`src/rtl/kwd_pkg.sv`:
```
package kwd_pkg;

   typedef enum logic {
      KEY_IDLE = 1'b0,
      KEY_PEND = 1'b1
   } key_state_e;

   function automatic int unsigned tmr_width(input int unsigned len);
      return (len < 2) ? 1 : $clog2(len + 1);
   endfunction

endpackage

```
`src/rtl/kwd_key_seq.sv`:
```
module kwd_key_seq
   import kwd_pkg::*;
#(
   parameter int unsigned ADDR_W   = 8,
   parameter int unsigned DATA_W   = 8,
   parameter logic [ADDR_W-1:0] REG_ADDR = 8'hA6,
   parameter logic [DATA_W-1:0] KEY_A    = 8'h1E,
   parameter logic [DATA_W-1:0] KEY_B    = 8'hE1
) (
   input  logic              clk,
   input  logic              rst_n,
   input  logic              wr_en,
   input  logic [ADDR_W-1:0] wr_addr,
   input  logic [DATA_W-1:0] wr_data,
   output logic              key_hit
);

   key_state_e state_q, state_d;
   logic       reg_sel;
   logic       is_a;
   logic       is_b;

   assign reg_sel = wr_en && (wr_addr == REG_ADDR);
   assign is_a    = (wr_data == KEY_A);
   assign is_b    = (wr_data == KEY_B);

   always_comb begin
      state_d = state_q;
      if (reg_sel) begin
         state_d = is_a ? KEY_PEND : KEY_IDLE;
      end
   end

   assign key_hit = reg_sel && is_b && (state_q == KEY_PEND);

   always_ff @(posedge clk or negedge rst_n) begin
      if (!rst_n) begin
         state_q <= KEY_IDLE;
      end else begin
         state_q <= state_d;
      end
   end

endmodule

```
`src/rtl/kwd_cycle_ctr.sv`:
```
module kwd_cycle_ctr #(
   parameter int unsigned CNT_W = 14
) (
   input  logic             clk,
   input  logic             rst_n,
   input  logic             mc_en,
   input  logic             key_hit,
   output logic             armed,
   output logic [CNT_W-1:0] count,
   output logic             ovf
);

   localparam logic [CNT_W-1:0] CNT_MAX = {CNT_W{1'b1}};

   logic             armed_q;
   logic [CNT_W-1:0] cnt_q;

   assign ovf   = armed_q && (cnt_q == CNT_MAX);
   assign armed = armed_q;
   assign count = cnt_q;

   always_ff @(posedge clk or negedge rst_n) begin
      if (!rst_n) begin
         armed_q <= 1'b0;
         cnt_q   <= '0;
      end else if (ovf) begin
         armed_q <= 1'b0;
         cnt_q   <= '0;
      end else if (key_hit) begin
         armed_q <= 1'b1;
         cnt_q   <= '0;
      end else if (armed_q && mc_en) begin
         cnt_q   <= cnt_q + 1'b1;
      end
   end

endmodule

```
`src/rtl/kwd_pulse.sv`:
```
module kwd_pulse
   import kwd_pkg::*;
#(
   parameter int unsigned PULSE_LEN = 98
) (
   input  logic clk,
   input  logic rst_n,
   input  logic fire,
   output logic pulse
);

   localparam int unsigned PW = tmr_width(PULSE_LEN);

   generate
      if (PULSE_LEN == 1) begin : g_single
         logic hit_q;
         always_ff @(posedge clk or negedge rst_n) begin
            if (!rst_n) begin
               hit_q <= 1'b0;
            end else begin
               hit_q <= fire;
            end
         end
         assign pulse = hit_q;
      end else begin : g_timer
         logic [PW-1:0] rem_q;
         always_ff @(posedge clk or negedge rst_n) begin
            if (!rst_n) begin
               rem_q <= '0;
            end else if (fire) begin
               rem_q <= PW'(PULSE_LEN);
            end else if (rem_q != '0) begin
               rem_q <= rem_q - 1'b1;
            end
         end
         assign pulse = (rem_q != '0);
      end
   endgenerate

endmodule

```
`src/rtl/keyed_watchdog.sv`:
```
module keyed_watchdog #(
   parameter int unsigned ADDR_W    = 8,
   parameter int unsigned DATA_W    = 8,
   parameter logic [ADDR_W-1:0] REG_ADDR = 8'hA6,
   parameter logic [DATA_W-1:0] KEY_A    = 8'h1E,
   parameter logic [DATA_W-1:0] KEY_B    = 8'hE1,
   parameter int unsigned CNT_W     = 14,
   parameter int unsigned PULSE_LEN = 98
) (
   input  logic              clk,
   input  logic              rst_n,
   input  logic              mc_en,
   input  logic              sfr_we,
   input  logic [ADDR_W-1:0] sfr_addr,
   input  logic [DATA_W-1:0] sfr_wdata,
   output logic              rst_out
);

   generate
      if (CNT_W < 2 || CNT_W > 30) begin : g_bad_cnt
         $error("keyed_watchdog: CNT_W out of range");
      end
      if (PULSE_LEN < 1) begin : g_bad_len
         $error("keyed_watchdog: PULSE_LEN must be at least 1");
      end
      if (KEY_A == KEY_B) begin : g_bad_key
         $error("keyed_watchdog: the two keys must differ");
      end
   endgenerate

   logic             key_hit;
   logic             armed_q;
   logic [CNT_W-1:0] cnt_q;
   logic             ovf;

   kwd_key_seq #(
      .ADDR_W  (ADDR_W),
      .DATA_W  (DATA_W),
      .REG_ADDR(REG_ADDR),
      .KEY_A   (KEY_A),
      .KEY_B   (KEY_B)
   ) u_keys (
      .clk    (clk),
      .rst_n  (rst_n),
      .wr_en  (sfr_we),
      .wr_addr(sfr_addr),
      .wr_data(sfr_wdata),
      .key_hit(key_hit)
   );

   kwd_cycle_ctr #(
      .CNT_W(CNT_W)
   ) u_ctr (
      .clk    (clk),
      .rst_n  (rst_n),
      .mc_en  (mc_en),
      .key_hit(key_hit),
      .armed  (armed_q),
      .count  (cnt_q),
      .ovf    (ovf)
   );

   kwd_pulse #(
      .PULSE_LEN(PULSE_LEN)
   ) u_pulse (
      .clk  (clk),
      .rst_n(rst_n),
      .fire (ovf),
      .pulse(rst_out)
   );

endmodule

```
`config.mk`:
```
export PLATFORM = sky130hd
export DESIGN_NAME = keyed_watchdog
export DESIGN_NICKNAME = d
export VERILOG_FILES = /design/src/rtl/kwd_pkg.sv /design/src/rtl/kwd_key_seq.sv /design/src/rtl/kwd_cycle_ctr.sv /design/src/rtl/kwd_pulse.sv /design/src/rtl/keyed_watchdog.sv
export SDC_FILE = /design/constraint.sdc
export NUM_CORES = 1
export LEC_CHECK = 0
export ABC_AREA = 1
export BUFFER_PORTS_ARGS = -buffer_cell sky130_fd_sc_hd__buf_2
export CAP_MARGIN = 10
export CORE_ASPECT_RATIO = 0.8
export CORE_UTILIZATION = 60
export CTS_CLUSTER_SIZE = 14
export DETAILED_ROUTE_END_ITERATION = 10
export GPL_ROUTABILITY_DRIVEN = 0
export PLACE_DENSITY = 0.84
export SYNTH_ARGS = -nofsm -noshare
export SYNTH_HDL_FRONTEND = slang
export SYNTH_SLANG_ARGS = --single-unit
export TNS_END_PERCENT = 100
```
`constraint.sdc`:
```
create_clock -name clk -period 2.4 [get_ports clk]
set_clock_uncertainty 0.2 [all_clocks]
set_input_delay 0.36 -clock clk [delete_from_list [all_inputs] [get_ports clk]]
set_output_delay 0.36 -clock clk [all_outputs]
set_load 0.03 [all_outputs]
```
==> impl_results.md <==
- Status: finished, final reports clean
- Net Sw Frac: 24.0%
- Dpl hpwl: 2470 um
- Tmin final: 2100 ps
- Req. time, crit path: 1840 ps
- PortBufs: 20
- Final period util: 87.5%
- Avg Cell Area, Syn: between 7 and 8 um2
- Num CTS Buffers: 3
- Sink Count: 23
- Core Area: around 2200 um2
- Worst setup path class: reg2out
- First-pass DRT Iterations: 4
- CP startpoint: u_pulse.g_timer.rem_q[0]$_DFFE_PN0P_
- Via count: 1366
- Clock-pin slew on the worst setup and hold paths: 130 ps
- Max-Cap Viols: 0
- Vias in the first global route: 1279
- WHS: 79.7 ps
- Buffer count from post-CTS setup fixing: 0
- CTS tree: yes
- Unrepaired setup endpoints after global routing: no
- Vias per cell: about 5.5
- Sequential area share after synthesis: 39.2%
- Wire length per cell: 12.9 um
- R2R Setup Slk: 690 ps
- Post-route setup TNS: 0 ps
- Max FO, Critical Path: 8
- Critical path arrival: 1540 ps
- Cells after synthesis: 200
- Die X: 57.3 um
- GRT overflow: 0
- Reg-to-reg startpoint: u_ctr.count[0]$_DFFE_PN0P_
- Comb pwr share: 5.7%
- Cell Area, Synth: ~1500 um2
- Final hold vios: 0
- Startpoint Class: flip-flop
- Asr flop ratio synth: 100%
- # diodes: 0
- Die height: between 40 and 50 um
- Syn-to-layout area delta: 11.5%
- Post-DRT Antenna Nets: 0
- Slew Viols, Final: 0
- CP Capture Type: primary output
- Pwr dens: 374 nW/um2
- Iteration-0 DRC Markers: between 40 and 50
- Number of distinct library cells after synthesis: 28
- HP Start: sfr_wdata[7]
- Clock Latency Late Sink: 320 ps
- Ys Warns: 0
- Top Ports: 21
- Commonest non-fill, non-tap cells in the layout: 50 x nand2_1, 38 x nor2_1, 25 x inv_1, 23 x dfrtp_1, 20 x buf_2
- First-pass GRT wire length: 5360 um
- H-tree levels: 1
- Final wirelength: 3220 um
- Setup violations, final: 0
- Seq cells post-synth: 23
- Fmax: around 480 MHz
- Final Power: ~0.6 mW
- Largest net degree at the start of global routing: 24
- Drc violations: 0
- Max VDD drop: 0.320 mV
- Commonest non-fill, non-tap cell in the layout: nand2_1
- Clock Power Share: between 30% and 40%
- EDFF count, synth: 0
- Placed Cells: roughly 250
- Top FF cell, synth: dfrtp_1
- Initial antenna violation count: 0
- Internal: 0.465 mW
- Syn Nets: 222
- Clock Tree Root: clkbuf_4
- Worst-Margin Slew: 540 ps
- Nets: 248
- Flop pwr share: 63.3%
- Post-Layout Cell Count: 250
- Leak: approximately 0.82 nW
- DIE AREA: 2650 um2
- Overall Global Routing Usage: 26.8%
- Rel. slew slack: 64.0%
- Share of layout cells above drive strength 1: 18.7%
- Switching power: 0.147 mW
- Fin worst setup slack: 300 ps
- Num rows: 15
- Starting Density: 65.7%
- Placement Setup Slack: 687 ps
- Hold/Removal Path Class: in2reg
- Clk buf depth: 2
[flip-flops by register name, indices dropped and copies added, names as in the netlist]
register,cells
u_ctr.armed,1
u_keys.state_q,1
u_pulse.g_timer.rem_q,7
u_ctr.count,14
[metrics by stage]
step	util [%]	area [um2]
after floorplan	-	1470
after global placement	71.5	1600
after detailed placement	71.5	1600
after CTS	73.2	1640
after global routing	73.2	1640
final	73.2	1640
[critical path, cell delays in order, from the launching register on]
cell and delay [ps]:
dfrtp_1 420, inv_1 100, ha_1 260, nand3_2 210
buf_2 240
[final cells by class]
type / instances / area (um2)
fill: 188 / 598
multi-input combinational: 150 / 790
inverter: 27 / 101
timing repair buffer: 21 / 110
clock inverter: 1 / 5.00
sequential: 23 / 576
tap: 25 / 31.3
clock buffer: 3 / 22.5
[per-layer routing]
metal	global-route usage (%)	share of wire (%)
met4	3.90	0.28
met5	0	0
met3	5.06	4.0
met1	34.7	46
met2	48.5	50
[cell usage after synthesis, types with 2 or more instances]
cell type	number	area share (%)
nand2_1	50	13
nor2_1	38	9.7
inv_1	25	6.4
dfrtp_1	23	39
nand4_1	11	4.7
nand3_1	10	3.4
nand2_2	4	1.7
nand3_2	4	2.7
nor3_1	4	1.4
xor2_1	4	2.4
a21oi_1	3	1.0
nor2_4	3	2.3
o21bai_1	3	1.5
ha_1	2	1.7
nor4_1	2	0.85
o21ai_0	2	0.68
[final timing paths]
kind | end | cells after the start
min in group asynchronous | u_ctr.count[10]$_DFFE_PN0P_ | 2
worst min-delay path | u_keys.state_q$_DFFE_PN0P_ | 4
max in group asynchronous | u_pulse.g_timer.rem_q[4]$_DFFE_PN0P_ | 2
worst max register to register | u_ctr.count[1]$_DFFE_PN0P_ | 6
worst min register to register | u_keys.state_q$_DFFE_PN0P_ | 2
worst max-delay path | rst_out | 4
[power by group through the flow]
stage               Sequential, mW  Clock (mW)  Combinational, mW
global route                 0.388       0.202             0.0399
detailed placement           0.395           0             0.0342
finish                       0.388       0.189             0.0349
floorplan                    0.395           0            0.00788
CTS                          0.388       0.188             0.0354
global placement             0.395           0             0.0319
[cell families after synthesis]
kind of cell / after synthesis / share of synthesized area, %
xor+xnor: 5 / 2.99
buf+inv: 27 / 6.91
compound gates: 12 / 5.80
flops: 23 / 39.2
fa+ha+maj: 2 / 1.71
simple gates: 131 / 43.3
[timing repair]
action / CTS / global route
resized for setup: 0 / 0
hold endpoints to repair: 23 / 0
hold buffers: 1 / 0
No activity file was read; power rests on OpenSTA's default activity.
